===== config.mk =====
export PLATFORM = sky130hd
export DESIGN_NAME = fcmp_mask_unit
export DESIGN_NICKNAME = d
export VERILOG_FILES = /design/src/rtl/fcmp_pkg.sv /design/src/rtl/fcmp_classify.sv /design/src/rtl/fcmp_order.sv /design/src/rtl/fcmp_pred_eval.sv /design/src/rtl/fcmp_rst_sync.sv /design/src/rtl/fcmp_mask_unit.sv
export SDC_FILE = /design/constraint.sdc
export NUM_CORES = 1
export LEC_CHECK = 0
export BUFFER_PORTS_ARGS = -buffer_cell sky130_fd_sc_hd__buf_2
export CORE_MARGIN = 4
export CORE_UTILIZATION = 50
export CTS_BUF_LIST = sky130_fd_sc_hd__clkbuf_8 sky130_fd_sc_hd__clkbuf_16
export CTS_CLUSTER_DIAMETER = 100
export DETAILED_ROUTE_END_ITERATION = 16
export GPL_TIMING_DRIVEN = 1
export PLACE_DENSITY = 0.91
export SLEW_MARGIN = 20
export SYNTH_ARGS = -nofsm -noshare
export SYNTH_HDL_FRONTEND = slang
export SYNTH_HIERARCHICAL = 1
export SYNTH_SLANG_ARGS = --single-unit

===== constraint.sdc =====
create_clock -name clk -period 4.5 [get_ports clk]
set_input_delay 1.35 -clock clk [delete_from_list [all_inputs] [get_ports clk]]
set_output_delay 1.35 -clock clk [all_outputs]
set_load 0.01 [all_outputs]

===== src/rtl/fcmp_pkg.sv =====
package fcmp_pkg;
  localparam int unsigned FP_W   = 32;
  localparam int unsigned EXP_W  = 8;
  localparam int unsigned FRAC_W = 23;
  localparam int unsigned MAG_W  = FP_W - 1;

  typedef enum logic [2:0] {
    REL_EQ    = 3'd0,
    REL_LT    = 3'd1,
    REL_LE    = 3'd2,
    REL_UNORD = 3'd3,
    REL_NEQ   = 3'd4,
    REL_NLT   = 3'd5,
    REL_NLE   = 3'd6,
    REL_ORD   = 3'd7
  } rel_code_e;

  typedef struct packed {
    logic             sign;
    logic             is_nan;
    logic             is_snan;
    logic             is_qnan;
    logic             is_zero;
    logic [MAG_W-1:0] mag;
  } fp_class_t;
endpackage


===== src/rtl/fcmp_classify.sv =====
module fcmp_classify
  import fcmp_pkg::*;
(
  input  logic [FP_W-1:0] op,
  output fp_class_t       cls
);
  localparam int unsigned QUIET_BIT = FRAC_W - 1;

  logic [EXP_W-1:0]  exp_f;
  logic [FRAC_W-1:0] frac_f;
  logic              exp_full;
  logic              frac_any;

  always_comb begin
    exp_f       = op[FP_W-2 -: EXP_W];
    frac_f      = op[FRAC_W-1:0];
    exp_full    = &exp_f;
    frac_any    = |frac_f;
    cls.sign    = op[FP_W-1];
    cls.mag     = op[MAG_W-1:0];
    cls.is_nan  = exp_full & frac_any;
    cls.is_qnan = exp_full & frac_any & frac_f[QUIET_BIT];
    cls.is_snan = exp_full & frac_any & ~frac_f[QUIET_BIT];
    cls.is_zero = ~|op[MAG_W-1:0];
  end
endmodule


===== src/rtl/fcmp_order.sv =====
module fcmp_order
  import fcmp_pkg::*;
(
  input  fp_class_t lhs,
  input  fp_class_t rhs,
  output logic      unord,
  output logic      eq,
  output logic      lt
);
  logic both_zero;
  logic mag_lt;
  logic mag_gt;
  logic mag_eq;

  always_comb begin
    unord     = lhs.is_nan | rhs.is_nan;
    both_zero = lhs.is_zero & rhs.is_zero;
    mag_lt    = lhs.mag < rhs.mag;
    mag_gt    = lhs.mag > rhs.mag;
    mag_eq    = lhs.mag == rhs.mag;
    eq        = both_zero | (mag_eq & (lhs.sign == rhs.sign));
    unique case ({lhs.sign, rhs.sign})
      2'b00:   lt = mag_lt;
      2'b11:   lt = mag_gt;
      2'b10:   lt = ~both_zero;
      default: lt = 1'b0;
    endcase
  end
endmodule


===== src/rtl/fcmp_pred_eval.sv =====
module fcmp_pred_eval
  import fcmp_pkg::*;
(
  input  rel_code_e code,
  input  logic      unord,
  input  logic      eq,
  input  logic      lt,
  input  logic      any_snan,
  input  logic      any_qnan,
  output logic      hit,
  output logic      invalid
);
  logic ordered;
  logic base;
  logic magnitude_rel;

  always_comb begin
    ordered = ~unord;
    unique case (code)
      REL_EQ, REL_NEQ: base = eq;
      REL_LT, REL_NLT: base = lt;
      REL_LE, REL_NLE: base = lt | eq;
      REL_UNORD:       base = unord;
      default:         base = ordered;
    endcase
    unique case (code)
      REL_EQ, REL_LT, REL_LE:    hit = ordered & base;
      REL_NEQ, REL_NLT, REL_NLE: hit = unord | ~base;
      default:                   hit = base;
    endcase
    magnitude_rel = (code == REL_LT) | (code == REL_LE) |
                    (code == REL_NLT) | (code == REL_NLE);
    invalid = any_snan | (any_qnan & magnitude_rel);
  end
endmodule


===== src/rtl/fcmp_rst_sync.sv =====
module fcmp_rst_sync #(
  parameter int unsigned STAGES = 2
) (
  input  logic clk,
  input  logic rst_n,
  output logic rst_sync_n
);
  logic [STAGES-1:0] chain_q;
  logic [STAGES-1:0] chain_d;

  always_comb chain_d = {chain_q[STAGES-2:0], 1'b1};

  always_ff @(posedge clk or negedge rst_n) begin
    if (!rst_n) chain_q <= '0;
    else        chain_q <= chain_d;
  end

  assign rst_sync_n = chain_q[STAGES-1];
endmodule


===== src/rtl/fcmp_mask_unit.sv =====
module fcmp_mask_unit
  import fcmp_pkg::*;
#(
  parameter int unsigned DATA_W = 128,
  parameter int unsigned IMM_W  = 8
) (
  input  logic              clk,
  input  logic              rst_n,
  input  logic              in_valid,
  input  logic [DATA_W-1:0] dst_in,
  input  logic [FP_W-1:0]   src_in,
  input  logic [IMM_W-1:0]  pred_imm,
  output logic              out_valid,
  output logic [DATA_W-1:0] result,
  output logic              invalid_flag
);
  localparam int unsigned LANE_W = FP_W;
  localparam int unsigned SEL_W  = 3;
  localparam int unsigned N_OPS  = 2;

  logic                  rst_sync_n;
  logic [FP_W-1:0]       ops [N_OPS];
  fp_class_t             cls [N_OPS];
  rel_code_e             code;
  logic                  unord, eq, lt, hit, inv_c;
  logic [LANE_W-1:0]     mask;
  logic [DATA_W-1:0]     res_d, res_q;
  logic                  vld_d, vld_q, inv_d, inv_q;

  fcmp_rst_sync #(.STAGES(2)) u_rst (
    .clk(clk), .rst_n(rst_n), .rst_sync_n(rst_sync_n)
  );

  assign ops[0] = dst_in[LANE_W-1:0];
  assign ops[1] = src_in;

  for (genvar g = 0; g < N_OPS; g++) begin : g_cls
    fcmp_classify u_cls (.op(ops[g]), .cls(cls[g]));
  end

  fcmp_order u_ord (
    .lhs(cls[0]), .rhs(cls[1]), .unord(unord), .eq(eq), .lt(lt)
  );

  assign code = rel_code_e'(pred_imm[SEL_W-1:0]);

  fcmp_pred_eval u_eval (
    .code(code), .unord(unord), .eq(eq), .lt(lt),
    .any_snan(cls[0].is_snan | cls[1].is_snan),
    .any_qnan(cls[0].is_qnan | cls[1].is_qnan),
    .hit(hit), .invalid(inv_c)
  );

  always_comb begin
    mask  = {LANE_W{hit}};
    vld_d = in_valid;
    res_d = res_q;
    inv_d = inv_q;
    if (in_valid) begin
      res_d = {dst_in[DATA_W-1:LANE_W], mask};
      inv_d = inv_c;
    end
  end

  always_ff @(posedge clk or negedge rst_sync_n) begin
    if (!rst_sync_n) begin
      vld_q <= 1'b0;
      res_q <= '0;
      inv_q <= 1'b0;
    end else begin
      vld_q <= vld_d;
      res_q <= res_d;
      inv_q <= inv_d;
    end
  end

  assign out_valid    = vld_q;
  assign result       = res_q;
  assign invalid_flag = inv_q;


  valid_latency_chk: assert property (@(posedge clk) disable iff (!rst_sync_n)
    out_valid == $past(in_valid));

  hold_chk: assert property (@(posedge clk) disable iff (!rst_sync_n)
    !in_valid |=> ($stable(result) && $stable(invalid_flag)));

  upper_pass_chk: assert property (@(posedge clk) disable iff (!rst_sync_n)
    in_valid |=> result[DATA_W-1:LANE_W] == $past(dst_in[DATA_W-1:LANE_W]));

  mask_shape_chk: assert property (@(posedge clk) disable iff (!rst_sync_n)
    out_valid |-> (result[LANE_W-1:0] == '0 || result[LANE_W-1:0] == '1));

  snan_invalid_chk: assert property (@(posedge clk) disable iff (!rst_sync_n)
    (in_valid && (cls[0].is_snan || cls[1].is_snan)) |=> invalid_flag);

  nan_eq_false_chk: assert property (@(posedge clk) disable iff (!rst_sync_n)
    (in_valid && unord && pred_imm[SEL_W-1:0] == 3'd0) |=> result[LANE_W-1:0] == '0);

  zero_eq_chk: assert property (@(posedge clk) disable iff (!rst_sync_n)
    (in_valid && cls[0].is_zero && cls[1].is_zero && pred_imm[SEL_W-1:0] == 3'd0)
    |=> result[LANE_W-1:0] == '1);
endmodule


Word-level counts from Yosys, hierarchy flattened
Cells that the tools add are included.
{"block": "word_totals", "register_bits": 132, "output_inout_bits": 130}
{"block": "classes", "magnitude_cmp": 2, "n_eq_ne": 10, "muxes": 3, "bitwise": 25, "reduce_logical": 15}
{"cell": "$reduce_or 31->1", "n": 2}
{"cell": "$reduce_or 23->1", "n": 2}
{"cell": "$eq 31x31->1", "n": 1}
{"cell": "$gt 31x31->1", "n": 1}
{"cell": "$lt 31x31->1", "n": 1}
{"cell": "$reduce_and 8->1", "n": 2}
{"cell": "$and 1x1->1", "n": 10}
{"cell": "$or 1x1->1", "n": 10}
{"cell": "$eq 3x3->1 const B", "n": 3}
{"cell": "$eq 3x2->1 const B", "n": 2}
{"cell": "$reduce_or 2->1", "n": 3}
{"cell": "$reduce_or 3->1", "n": 2}
{"cell": "$not 1->1", "n": 5}
{"cell": "$eq 2x2->1 const B", "n": 2}
{"cell": "$pmux 1 s4", "n": 1}
{"cell": "$eq 3x1->1 const B", "n": 1}
{"cell": "$logic_not 3->1", "n": 1}
{"cell": "$pmux 1 s3", "n": 1}
{"cell": "$logic_not 1->1", "n": 2}
{"cell": "$logic_not 2->1", "n": 1}
{"cell": "$pmux 1 s2", "n": 1}
{"cell": "$eq 1x1->1", "n": 1}

Depth between registers and ports, before layout
{"block": "depth", "word_depth": 10, "depth_mapped": 14}

By module
Netlist, hierarchy kept.
{"mod": "fcmp_mask_unit", "n_inst": 1, "cells_per_inst": 241, "area_per_inst_um2": 3981.3, "seq_area_each_um2": 2477.4}
{"mod": "fcmp_order", "n_inst": 1, "cells_per_inst": 125, "area_per_inst_um2": 887.1, "seq_area_each_um2": 0.0}
{"mod": "fcmp_classify", "n_inst": 2, "cells_per_inst": 50, "area_per_inst_um2": 361.6, "seq_area_each_um2": 0.0}
{"mod": "fcmp_pred_eval", "n_inst": 1, "cells_per_inst": 24, "area_per_inst_um2": 187.7, "seq_area_each_um2": 0.0}
{"mod": "fcmp_rst_sync", "n_inst": 1, "cells_per_inst": 3, "area_per_inst_um2": 53.8, "seq_area_each_um2": 50.0}

Least setup slack after synthesis
Ideal clock, no wire load.
{"block": "synth_timing", "kind": "in2reg", "startpoint": "input dst_in[22]", "endpoint": "register res_q[31] (netlist: result[31])", "t_arrival_ns": 3.837, "path_slack_ns": 0.538, "stages": 13, "path_buffers": 1, "cell_sequence": "buf_4 -> ha_1 -> a21oi_2 -> o21ai_1 -> a221o_1 -> a211o_1 -> o211ai_1 -> a21oi_2 -> o21ai_0 -> nand2_1 -> o31a_1 -> a211o_1 -> mux2_2"}
{"block": "synth_via", "elab_chain_cells": 10, "elab_cells_between_ends": 20, "classes_between": "order compare: 2; eq/ne: 1; mux: 3; bitwise: 11; reduce/logical: 3"}
{"element": "start: declaration", "line_no": "fcmp_mask_unit.sv:10", "text": "input logic [DATA_W-1:0] dst_in,"}
{"element": "branches (longest 4 deep; another with $gt 31x31->1)"}
{"element": "$pmux 1 s3 *", "line_no": "fcmp_order.sv:22", "text": "unique case ({lhs.sign, rhs.sign})"}
{"element": "net lt", "line_no": "fcmp_mask_unit.sv:25", "text": "logic unord, eq, lt, hit, inv_c;"}
{"element": "$or 1x1->1", "line_no": "fcmp_pred_eval.sv:22", "text": "REL_LE, REL_NLE: base = lt | eq;"}
{"element": "$pmux 1 s4 *", "line_no": "fcmp_pred_eval.sv:19", "text": "unique case (code)"}
{"element": "$not 1->1", "line_no": "fcmp_pred_eval.sv:28", "text": "REL_NEQ, REL_NLT, REL_NLE: hit = unord | ~base;"}
{"element": "$or 1x1->1", "line_no": "fcmp_pred_eval.sv:28"}
{"element": "$pmux 1 s2 *", "line_no": "fcmp_pred_eval.sv:26", "text": "unique case (code)"}
{"element": "net hit", "line_no": "fcmp_mask_unit.sv:25"}
{"element": "end signal: assignment", "line_no": "fcmp_mask_unit.sv:72", "text": "res_q <= res_d;"}
{"element": "end: declaration", "line_no": "fcmp_mask_unit.sv:27", "text": "logic [DATA_W-1:0] res_d, res_q;"}
Mark *: on every way through the listed nets, which the timed path passes.
A chain may end at the register's enable or synchronous reset.

Final worst setup path
{"block": "layout_timing", "startpoint": "input src_in[22]", "endpoint": "register res_q[31] (netlist: result[31])"}
{"block": "layout_via", "elab_chain_cells": 10, "elab_cells_between_ends": 20, "classes_between": "order compare: 2; eq/ne: 1; mux: 3; bitwise: 11; reduce/logical: 3"}
{"element": "start: declaration", "line_no": "fcmp_mask_unit.sv:11", "text": "input logic [FP_W-1:0] src_in,"}
{"element": "branches (longest 4 deep; another with $gt 31x31->1)"}
{"element": "$pmux 1 s3 *", "line_no": "fcmp_order.sv:22"}
{"element": "net lt", "line_no": "fcmp_mask_unit.sv:25"}
{"element": "$or 1x1->1", "line_no": "fcmp_pred_eval.sv:22"}
{"element": "$pmux 1 s4 *", "line_no": "fcmp_pred_eval.sv:19"}
{"element": "$not 1->1", "line_no": "fcmp_pred_eval.sv:28"}
{"element": "$or 1x1->1", "line_no": "fcmp_pred_eval.sv:28"}
{"element": "$pmux 1 s2 *", "line_no": "fcmp_pred_eval.sv:26"}
{"element": "net hit", "line_no": "fcmp_mask_unit.sv:25"}
Marks and branches as above.

==> impl_metrics.py <==
metrics = {
    "run_status": {
        "outcome": "finished, final reports clean",
    },
    "critical_path": {
        "start_kind": "input port",
        "endpoint_kind": "flop",
        "critical_path_arrival_ns": 4.11,
        "timing.rr.start": "u_rst/chain_q[1]$_DFF_PN0_",
        "crit_type": "in2reg",
        "path_max_fanout": 4,
        "reg2reg_depth": 1,
        "worstPathRequired_ns": 4.73,
        "r2r_setup_slack_ns": 3.05,
        "reg2reg_to": "result[49]$_DFFE_PN0P_",
        "startpoint": "src_in[22]",
    },
    "yosys": {
        "ys_seq_elements": 101,
        "syn_area_sq_mm": 0.00583,
        "synth_cells": 493,
        "synth.area.top_cells": "dfrtp_1 43%, mux2_2 15%, buf_4 12%",
        "synthArstFlopShare_pct": 100,
        "ys_types": 40,
        "avgSynthCellArea_sq_um": 11.8,
        "yosysWarnings": 6,
        "synthFlopType": "dfrtp_1",
        "yosysTopAreaCell": "dfrtp_1",
        "synth_edf_count": 0,
        "yosysTopAreaCellShare_pct": 43.3,
        "syn_nets": 705,
        "yosysSeqAreaShare_pct": 43.3,
    },
    "route": {
        "ant_nets": 0,
        "met3_length_mm": 1.44,
        "m1WireLength_mm": 5.48,
        "dr_wl_met2_mm": 7.49,
        "via_count": 4338,
        "drt_iter0_markers": 165,
        "drt_pass1_iterations": 4,
        "viasPerCell": 5.15,
        "highest_layer": "met4",
        "routed_wl_mm": 14.9,
        "drc": 0,
        "wl_per_cell_um": 17.6,
    },
    "cts": {
        "post_cts_buffers": 0,
        "cts.sinks": 101,
        "numCtsBuffers": 9,
        "cts_hold_buf": 0,
        "htree_levels": 3,
        "clockBufferDepth": 2,
        "cts_resized": 0,
        "cts_tree": "done",
        "clk_latency_ns": 0.34,
        "clk_pin_slew_ns": 0.08,
        "cts_root_buf": "clkbuf_16",
    },
    "sta": {
        "hold_viol": 0,
        "clock_skew_ns": 0.00667,
        "post-route-period-util_pct": 86.3,
        "drv_slew": 0,
        "rsz0062_at_grt": "no",
        "layout_setup_ws_ns": 0.614,
        "worst_pin_slew_ns": 0.665,
        "max_slew_margin_pct": 55.6,
        "fin_crit_ns": 3.89,
        "setup_violations": 0,
        "fmax_mhz": 257,
        "tns_ns": 0,
    },
    "placement": {
        "hpwl_mm": 11.9,
        "pre_cts_ws_ns": 0.282,
        "port_buffers": 295,
        "globalplace.congestion": 0.908,
    },
    "floorplanning": {
        "coreArea_sq_mm": 0.0114,
        "dieArea_sq_mm": 0.0135,
        "io_pins": 301,
        "rows": 39,
        "dieWidth_um": 116,
        "initial_core_util_pct": 51.1,
        "fp.dieH_um": 116,
    },
    "finish": {
        "syn2layout_area_growth_pct": 20.4,
        "drive_gt1_share_pct": 60.7,
        "fillers": 895,
        "final_common_cell": "buf_2",
        "final_cell_mix": "294 x buf_2, 100 x dfrtp_1, 78 x mux2_2",
        "fin_nets": 907,
        "diodes": 0,
    },
    "grt": {
        "grt_first_pass_wirelength_mm": 22.1,
        "antenna_found_initial": 0,
        "track_usage_pct": 21.4,
        "gr-total-overflow": 0,
        "grt_max_degree": 61,
        "grt_pass1_vias": 4513,
    },
    "pwr": {
        "ir_drop_mv": 0.294,
        "powerDensity_mw_per_mm2": 336,
        "p_leak_nw": 3.73,
    },
    "flow_run": {
        "maxCapViolations": 0,
    },
    "min_path": {
        "hold_class": "reg2async",
    },
}
## stage by stage
stage	power (mW)	std cells	instance area [sq um]	hold slack, ns	util, %
final	2.36	843	7020	0.362	61.5
after global routing	2.49	843	7020	0.377	61.5
after CTS	2.38	843	7020	0.366	61.5
after detailed placement	1.62	827	6730	0.349	58.9
after global placement	1.60	827	6730	0.336	58.9
after floorplan	1.45	493	5830	0.331	-
## worst max-delay path: stages
cell and delay (ns):
buf_2 0.13, inv_1 0.05, ha_1 0.32, a21oi_2 0.15, o21ai_1 0.08, a221o_1 0.34, a211o_1 0.29, o211ai_1 0.22
a21oi_2 0.09, o21ai_0 0.21, nand2_1 0.08, o31a_1 0.31, a211o_1 0.22, mux2_2 0.26
## synthesized netlist by cell type, types with 3 or more instances
cell type / count
and4_1: 5
inv_1: 40
or2_2: 3
a211oi_1: 3
buf_6: 4
buf_2: 7
o21ai_0: 4
ha_1: 41
mux2_4: 20
nand4_1: 11
nor4_1: 12
nand2_1: 9
a21oi_1: 14
or4_4: 4
mux2_2: 78
nor3_1: 4
buf_4: 95
nand3_1: 4
or2_1: 3
nor2_1: 7
dfrtp_1: 101
## where the power goes
part | total [mW] | switching, mW | internal [mW]
Sequential | 1.06 | 0.0653 | 0.997
Clock | 0.756 | 0.356 | 0.400
Combinational | 0.540 | 0.268 | 0.272
Total | 2.36 | 0.689 | 1.67
## layout make-up
class	instances	area [sq um]	area share (%)
clock buffers	10	239	3.40
clock inverters	6	53.8	0.766
inverters	40	150	2.14
multi-input cells	246	2360	33.6
flip-flops and latches	101	2530	36.0
well taps	143	179	2.55
repair buffers	297	1510	21.5
## kinds of logic after synthesis
kind of cell	share of synthesized area (%)
fa+ha+maj	8.79
other cells	0.0643
buf+inv	16.2
simple gates	7.08
mux	20.2
flops	43.3
compound gates	4.35
## flip-flops by register name (all words and copies together), names as in the netlist
register       flops
invalid_flag       1
result            97
out_valid          1
u_rst/chain_q      2
## layer usage
layer | up-vias | GRT usage [%]
li1 | 2027 | -
met1 | 2068 | 24.4
met2 | 211 | 36.4
met3 | 32 | 7.57
met4 | 0 | 9.05
met5 | - | 0.370
## worst max-delay path by stage
stage	end	slack, ns	depth (start not counted)
finish	result[31]$_DFFE_PN0P_	0.61	14
global route	result[31]$_DFFE_PN0P_	0.46	14
CTS	result[31]$_DFFE_PN0P_	0.66	14
detailed placement	result[31]$_DFFE_PN0P_	0.28	14
global placement	result[31]$_DFFE_PN0P_	0.33	14
floorplan	result[31]$_DFFE_PN0P_	0.54	13
No activity file was read; power rests on OpenSTA's default activity.
